[config.mk]
export PLATFORM = sky130hd
export DESIGN_NAME = bcd_rtc_core
export DESIGN_NICKNAME = d
export VERILOG_FILES = /design/src/rtl/rtc_pkg.sv /design/src/rtl/rtc_prescale.sv /design/src/rtl/rtc_time_chain.sv /design/src/rtl/rtc_alarm_cmp.sv /design/src/rtl/bcd_rtc_core.sv
export SDC_FILE = /design/constraint.sdc
export NUM_CORES = 1
export LEC_CHECK = 0
export CAP_MARGIN = 10
export CORE_AREA = 2 2 148 106
export DETAILED_ROUTE_END_ITERATION = 8
export DIE_AREA = 0 0 150 108
export GPL_TIMING_DRIVEN = 0
export PLACE_DENSITY = 0.89
export SLEW_MARGIN = 20
export SYNTH_ARGS = -nofsm -noshare
export SYNTH_HDL_FRONTEND = slang
export SYNTH_SLANG_ARGS = --single-unit
[constraint.sdc]
create_clock -name clk -period 5.79 [get_ports clk]
set_clock_uncertainty 0.05 [all_clocks]
set_input_delay 1.158 -clock clk [delete_from_list [all_inputs] [get_ports clk]]
set_output_delay 1.158 -clock clk [all_outputs]
set_load 0.05 [all_outputs]
[src/rtl/rtc_pkg.sv]
package rtc_pkg;

   localparam int NUM_TIME  = 6;
   localparam int NUM_ALARM = 5;
   localparam int BCD_W     = 8;

   localparam int F_SEC  = 0;
   localparam int F_MIN  = 1;
   localparam int F_HOUR = 2;
   localparam int F_DATE = 3;
   localparam int F_MON  = 4;
   localparam int F_YEAR = 5;

   typedef logic [BCD_W-1:0] bcd_t;
   typedef logic [NUM_TIME-1:0][BCD_W-1:0] time_vec_t;

   // add one to a packed two-digit BCD value (no upper limit handling)
   function automatic bcd_t bcd_inc(input bcd_t v);
      bcd_t r;
      if (v[3:0] >= 4'd9) r = {v[7:4] + 4'd1, 4'd0};
      else                r = {v[7:4], v[3:0] + 4'd1};
      return r;
   endfunction

   // (10*t + o) mod 4 == (2*t + o) mod 4; only the low two bits matter
   function automatic logic yr_div4(input bcd_t yr);
      logic [4:0] s;
      s = {yr[7:4], 1'b0} + {1'b0, yr[3:0]};
      return (s[1:0] == 2'b00);
   endfunction

   function automatic bcd_t last_day(input bcd_t mon, input bcd_t yr, input logic leap_on);
      bcd_t d;
      case (mon)
         8'h02:                      d = (leap_on && yr_div4(yr)) ? 8'h29 : 8'h28;
         8'h04, 8'h06, 8'h09, 8'h11: d = 8'h30;
         default:                    d = 8'h31;
      endcase
      return d;
   endfunction

endpackage

[src/rtl/rtc_prescale.sv]
module rtc_prescale #(
   parameter int TICKS_PER_SEC = 1
)(
   input  logic clk,
   input  logic rst_n,
   input  logic tick_en,
   input  logic restart,
   output logic sec_step
);

   localparam int CW = (TICKS_PER_SEC > 1) ? $clog2(TICKS_PER_SEC) : 1;

   if (TICKS_PER_SEC < 1) begin : g_bad_tps
      $error("rtc_prescale: TICKS_PER_SEC must be at least 1");
   end

   if (TICKS_PER_SEC == 1) begin : g_direct
      logic unused_clk;
      assign unused_clk = clk ^ rst_n;
      assign sec_step   = tick_en & ~restart;
   end else begin : g_div
      localparam logic [CW-1:0] LAST = CW'(TICKS_PER_SEC - 1);
      logic [CW-1:0] sub_cnt;

      always_ff @(posedge clk) begin
         if (!rst_n || restart) begin
            sub_cnt <= '0;
         end else if (tick_en) begin
            if (sub_cnt == LAST) sub_cnt <= '0;
            else                 sub_cnt <= sub_cnt + CW'(1);
         end
      end

      assign sec_step = tick_en & ~restart & (sub_cnt == LAST);
   end

endmodule

[src/rtl/rtc_time_chain.sv]
module rtc_time_chain
   import rtc_pkg::*;
#(
   parameter bit LEAP_EN = 1'b1
)(
   input  logic      clk,
   input  logic      rst_n,
   input  logic      step,
   input  logic      load,
   input  time_vec_t load_val,
   output time_vec_t cur,
   output time_vec_t nxt,
   output logic      year_wrap
);

   bcd_t month_end;

   assign month_end = last_day(cur[F_MON], cur[F_YEAR], LEAP_EN);

   // next value of the whole chain; out-of-range fields fall back to their first value
   always_comb begin
      nxt       = cur;
      year_wrap = 1'b0;
      if (cur[F_SEC] >= 8'h59) begin
         nxt[F_SEC] = 8'h00;
         if (cur[F_MIN] >= 8'h59) begin
            nxt[F_MIN] = 8'h00;
            if (cur[F_HOUR] >= 8'h23) begin
               nxt[F_HOUR] = 8'h00;
               if (cur[F_DATE] >= month_end) begin
                  nxt[F_DATE] = 8'h01;
                  if (cur[F_MON] >= 8'h12) begin
                     nxt[F_MON] = 8'h01;
                     if (cur[F_YEAR] >= 8'h99) begin
                        nxt[F_YEAR] = 8'h00;
                        year_wrap   = 1'b1;
                     end else begin
                        nxt[F_YEAR] = bcd_inc(cur[F_YEAR]);
                     end
                  end else begin
                     nxt[F_MON] = bcd_inc(cur[F_MON]);
                  end
               end else begin
                  nxt[F_DATE] = bcd_inc(cur[F_DATE]);
               end
            end else begin
               nxt[F_HOUR] = bcd_inc(cur[F_HOUR]);
            end
         end else begin
            nxt[F_MIN] = bcd_inc(cur[F_MIN]);
         end
      end else begin
         nxt[F_SEC] = bcd_inc(cur[F_SEC]);
      end
   end

   always_ff @(posedge clk) begin
      if (!rst_n)     cur <= '0;
      else if (load)  cur <= load_val;
      else if (step)  cur <= nxt;
   end

endmodule

[src/rtl/rtc_alarm_cmp.sv]
module rtc_alarm_cmp
   import rtc_pkg::*;
#(
   parameter int FIELDS = NUM_ALARM
)(
   input  time_vec_t                    probe,
   input  logic [FIELDS-1:0][BCD_W-1:0] alarm_regs,
   output logic                         hit
);

   if (FIELDS < 1 || FIELDS > NUM_TIME) begin : g_bad_fields
      $error("rtc_alarm_cmp: FIELDS out of range");
   end

   logic [FIELDS-1:0] field_ok;
   logic              unused_probe;

   for (genvar i = 0; i < FIELDS; i++) begin : g_fld
      assign field_ok[i] = alarm_regs[i][BCD_W-1] |
                           (alarm_regs[i][BCD_W-2:0] == probe[i][BCD_W-2:0]);
   end

   assign unused_probe = ^probe;
   assign hit          = &field_ok;

endmodule

[src/rtl/bcd_rtc_core.sv]
module bcd_rtc_core
   import rtc_pkg::*;
#(
   parameter int ADDR_W        = 4,
   parameter int TICKS_PER_SEC = 1,
   parameter bit LEAP_EN       = 1'b1,
   parameter int ALARM_FIELDS  = NUM_ALARM
)(
   input  logic              clk,
   input  logic              rst_n,
   input  logic              tick_1hz,
   input  logic              reg_we,
   input  logic [ADDR_W-1:0] reg_addr,
   input  logic [7:0]        reg_wdata,
   output logic [7:0]        reg_rdata,
   output logic              alarm_n
);

   localparam int A_CTRL  = 0;
   localparam int A_CAL   = 1;
   localparam int A_TIME  = 2;
   localparam int A_ALARM = A_TIME + NUM_TIME;
   localparam int A_END   = A_ALARM + ALARM_FIELDS;
   localparam int CAL_W   = 6;

   localparam int CB_SNAP = 0;
   localparam int CB_FRZ  = 1;
   localparam int CB_CAL  = 2;
   localparam int CB_AEN  = 3;
   localparam int CB_AF   = 4;
   localparam int CB_CF   = 5;
   localparam int CB_HALT = 7;

   if (A_END > (1 << ADDR_W)) begin : g_bad_addr
      $error("bcd_rtc_core: ADDR_W too small for the register map");
   end
   if (ALARM_FIELDS < 1 || ALARM_FIELDS > NUM_TIME) begin : g_bad_alarm
      $error("bcd_rtc_core: ALARM_FIELDS out of range");
   end

   logic snap_q, freeze_q, cal_mode_q, alarm_en_q, halt_q;
   logic alarm_flag_q, century_q;
   logic [CAL_W-1:0] cal_q;
   time_vec_t user_q;
   logic [ALARM_FIELDS-1:0][BCD_W-1:0] alarm_q;

   logic wr_ctrl, xfer, capture, tick_en, sec_step;
   logic alarm_hit, year_wrap, alarm_set, cent_set;
   time_vec_t cur_t, nxt_t;

   assign wr_ctrl = reg_we && (reg_addr == ADDR_W'(A_CTRL));
   assign xfer    = wr_ctrl && freeze_q && !reg_wdata[CB_FRZ];
   assign capture = wr_ctrl && !snap_q && reg_wdata[CB_SNAP] &&
                    !freeze_q && !reg_wdata[CB_FRZ];
   assign tick_en = tick_1hz && !halt_q;

   rtc_prescale #(.TICKS_PER_SEC(TICKS_PER_SEC)) u_pre (
      .clk      (clk),
      .rst_n    (rst_n),
      .tick_en  (tick_en),
      .restart  (xfer),
      .sec_step (sec_step)
   );

   rtc_time_chain #(.LEAP_EN(LEAP_EN)) u_chain (
      .clk       (clk),
      .rst_n     (rst_n),
      .step      (sec_step),
      .load      (xfer),
      .load_val  (user_q),
      .cur       (cur_t),
      .nxt       (nxt_t),
      .year_wrap (year_wrap)
   );

   rtc_alarm_cmp #(.FIELDS(ALARM_FIELDS)) u_alarm (
      .probe      (nxt_t),
      .alarm_regs (alarm_q),
      .hit        (alarm_hit)
   );

   assign alarm_set = sec_step && alarm_en_q && alarm_hit;
   assign cent_set  = sec_step && year_wrap;

   // control and sticky flags; a set event wins over a clearing write
   always_ff @(posedge clk) begin
      if (!rst_n) begin
         snap_q       <= 1'b0;
         freeze_q     <= 1'b0;
         cal_mode_q   <= 1'b0;
         alarm_en_q   <= 1'b0;
         halt_q       <= 1'b1;
         alarm_flag_q <= 1'b0;
         century_q    <= 1'b0;
      end else if (wr_ctrl) begin
         snap_q       <= reg_wdata[CB_SNAP];
         freeze_q     <= reg_wdata[CB_FRZ];
         cal_mode_q   <= reg_wdata[CB_CAL];
         alarm_en_q   <= reg_wdata[CB_AEN];
         halt_q       <= reg_wdata[CB_HALT];
         alarm_flag_q <= alarm_set | (alarm_flag_q & reg_wdata[CB_AF]);
         century_q    <= cent_set  | (century_q    & reg_wdata[CB_CF]);
      end else begin
         alarm_flag_q <= alarm_flag_q | alarm_set;
         century_q    <= century_q    | cent_set;
      end
   end

   always_ff @(posedge clk) begin
      if (!rst_n) begin
         cal_q <= '0;
      end else if (reg_we && (reg_addr == ADDR_W'(A_CAL)) && cal_mode_q) begin
         cal_q <= reg_wdata[CAL_W-1:0];
      end
   end

   // user time image: capture when not frozen, bus writes only when frozen
   always_ff @(posedge clk) begin
      if (!rst_n) begin
         user_q <= '0;
      end else if (capture) begin
         user_q <= cur_t;
      end else if (reg_we && freeze_q) begin
         for (int i = 0; i < NUM_TIME; i++) begin
            if (reg_addr == ADDR_W'(A_TIME + i)) user_q[i] <= reg_wdata;
         end
      end
   end

   always_ff @(posedge clk) begin
      if (!rst_n) begin
         alarm_q <= '0;
      end else if (reg_we) begin
         for (int i = 0; i < ALARM_FIELDS; i++) begin
            if (reg_addr == ADDR_W'(A_ALARM + i)) alarm_q[i] <= reg_wdata;
         end
      end
   end

   always_comb begin
      reg_rdata = '0;
      if (reg_addr == ADDR_W'(A_CTRL)) begin
         reg_rdata = {halt_q, 1'b0, century_q, alarm_flag_q,
                      alarm_en_q, cal_mode_q, freeze_q, snap_q};
      end
      if (reg_addr == ADDR_W'(A_CAL)) reg_rdata = {{(8-CAL_W){1'b0}}, cal_q};
      for (int i = 0; i < NUM_TIME; i++) begin
         if (reg_addr == ADDR_W'(A_TIME + i)) reg_rdata = user_q[i];
      end
      for (int i = 0; i < ALARM_FIELDS; i++) begin
         if (reg_addr == ADDR_W'(A_ALARM + i)) reg_rdata = alarm_q[i];
      end
   end

   assign alarm_n = ~(alarm_flag_q & alarm_en_q & ~cal_mode_q);

endmodule

==> flow_summary.toml <==
[layout]
final_cell_mix = "nor2_1 (156), dfxtp_1 (149), nand2_1 (118)"
utilization = 0.719
multiInputGateArea_um2 = 5960
areaGrowthSynthToFinish_pct = 11.4
drive_gt1_frac = 0.0687
seq_area_um2 = 2980
fin_area_um2 = 10500
fin_cells = 1466
final_common_cell = "nor2_1"
fillers = 1215
nNetsFinal = 1304

[logic_synthesis]
synth_xor_area_frac = 0.0232
yosys.area.top_type = "dfxtp_1"
synth.avg_cell_area_um2 = 7.78
synthTopCellsByArea = "dfxtp_1 (32%), mux2i_1 (7.6%), nor2_1 (6.2%), nand2_1 (4.7%), a211oi_1 (4.6%)"
synth_top_family_by_area = "compound AO/OA/AOI/OAI gates"
syn-num-nets = 1264
synth_edf_count = 0
seq_area_frac_synth = 0.316
synthFlopType = "dfxtp_1"
synthArstFlopShare = 0
synth_compound_area_frac = 0.248
yosysWarningCount = 0
synth_top_cell_area_share = 0.316
synth_fa_ha_area_frac = 0.0451
synth_simple_gate_area_frac = 0.226
netlist_instances = 1214
synthesis.area_um2 = 9440
synth.mux.area_fraction = 0.0882
ys_ff_latch = 149
synth_cell_type_count = 82

[detailed_routing]
drtIter0Drc = 1837
dr.pass1.iters = 6
avgViaCountPerCell = 7.17
wl_um = 38700
wire_per_inst_um = 26.4
detail-route-antenna-nets = 0
route.detailed.drc = 0
via_count = 10500

[placement]
place_area_um2 = 9910
dp_cells = 1431
gp_congestion = 1.11
io_buffer_count = 22
hpwl_um = 28100

[cts]
cts_buffers = 17
clk_pin_slew_ns = 0.06
tritoncts = "built"
cts_sinks = 149
root_buffer = "clkbuf_16"
h-tree-depth = 4
clock_latency_ns = 0.43
cts_buffer_depth = 2
ctsHoldBuffers = 0
postCtsSetupRepairBufs = 0

[sta]
finalSetupViolCount = 0
fin_crit_sh = 0.984
whs_ns = 0.439
grt_setup_unrepaired = "false"
slew_headroom = 0.233
drv_slew = 0
layout_min_cycle_time_ns = 5.70
hold_viol = 0
worst_pin_slew_ns = 1.15
clock.fmax_mhz = 176

[setup_path]
rr_startpoint = "u_chain.cur[36]$_SDFFE_PN0N_"
critPathLaunchType = "input port"
reg2regPathDepth = 18
arrival_ns = 4.49
crit_fanout = 10
crit_type = "input port to primary output"
worstPathRequired_ns = 4.58
worstSetupEndpointType = "primary output"
timing.rr.end = "alarm_flag_q$_SDFF_PN0_"
reg2reg_slack_ns = 1.19

[run_status]
outcome = "finished clean"

[floorplanning]
chipWidth_um = 150
fp.dieArea_um2 = 16200
row_count = 37
start_util = 0.645
core_region_area_um2 = 14600
die_y_um = 108
ioPinCount = 25

[power]
power_w = 0.00238
leakagePower_nw = 3.67
vdd_drop_max_mv = 0.164
power.density_cell_area_nw_per_um2 = 226

[global_route]
grt_pass1_vias = 9462
antenna_found_initial = 2
grt-ovfl-total = 0
grt_first_pass_wirelength_um = 57100
grt.total_usage = 0.481
grt_max_degree = 20

[hold_path]
hp-class = "flip-flop to flip-flop"
hold_path_end = "alarm_q[30]$_SDFFE_PN0P_"
hold_start = "alarm_q[30]$_SDFFE_PN0P_"
hold_depth = 2

[flow_run]
maxCapViolations = 0
-- critical path, cell delays in order --
cell	delay (ns)
clkdlybuf4s50_1	0.67
clkbuf_2	0.33
clkbuf_2	0.36
nor2b_1	0.38
a22oi_1	0.12
o22ai_1	0.39
a221o_1	0.26
clkdlybuf4s50_1	0.82
-- timing repair --
| item | CTS | global route |
|---|---|---|
| pin swaps | 0 | 0 |
| resized for setup | 4 | 8 |
| setup endpoints to repair | 8 | 7 |
-- cell families after synthesis --
kind of cell             Yosys count
XOR/XNOR                          25
AND/OR/NAND/NOR                  456
AO/OA/AOI/OAI                    342
buffers and inverters            127
flip-flops                       149
multiplexers                      81
adder cells (fa/ha/maj)           34
-- layout make-up --
cell class / count / share of cell area
Inverter: 40 / 0.0143
Antenna cell: 4 / 0.000951
Timing Repair Buffer: 22 / 0.0210
Clock inverter: 15 / 0.0159
Sequential cell: 149 / 0.283
Buffer: 86 / 0.0345
Multi-Input combinational cell: 938 / 0.566
Clock buffer: 17 / 0.0404
Tap cell: 195 / 0.0232
-- per-layer routing --
metal | global-route usage | vias up | wire, µm
met1 | 0.652 | 4845 | 15200
met5 | 0 | - | 0
met3 | 0.254 | 171 | 7130
met2 | 0.645 | 953 | 14700
met4 | 0.170 | 0 | 1670
li1 | - | 4535 | -
-- through the flow --
| step | setup TNS, ns | worst slack, ns |
|---|---|---|
| final | 0 | 0.0933 |
| after global routing | 0 | 0.0343 |
| after CTS | 0 | 0.103 |
| after detailed placement | -1.32 | -0.298 |
| after global placement | -1.31 | -0.304 |
| after floorplan | 0 | 1.04 |
-- synth_stat cells, types with 13 or more instances --
master    count
nor2_1      156
dfxtp_1     149
nand2_1     118
a21oi_1      85
clkbuf_1     76
mux2i_1      72
a211oi_1     58
nand3_1      50
o21ai_0      47
inv_1        39
ha_1         34
nor3_1       33
a22oi_1      21
a311oi_1     17
a31oi_1      17
xnor2_1      17
nor2b_1      15
nand2b_1     13
-- worst max-delay path by stage --
stage	end	start	slack, ns
after floorplan	reg_rdata[6]	reg_addr[2]	1.04
after global placement	reg_rdata[5]	reg_addr[0]	-0.30
after CTS	reg_rdata[5]	reg_addr[0]	0.10
final	reg_rdata[2]	reg_addr[0]	0.09
after global routing	reg_rdata[4]	reg_addr[0]	0.03
after detailed placement	reg_rdata[5]	reg_addr[0]	-0.30
-- sequential cells by signal (all words and copies together), names as in the netlist --
name          count
u_chain.cur      48
user_q           48
alarm_q          40
cal_q             6
alarm_en_q        1
alarm_flag_q      1
cal_mode_q        1
century_q         1
freeze_q          1
halt_q            1
snap_q            1
-- where the power goes --
group	leakage, nW	total (W)	switching (W)	internal (W)
Sequential	1.20	0.00104	0.0000104	0.00103
Clock	0.279	0.00114	0.000498	0.000645
Combinational	2.19	0.000195	0.000142	0.0000530
Total	3.67	0.00238	0.000650	0.00173
Power figures use the tool's default switching activity.
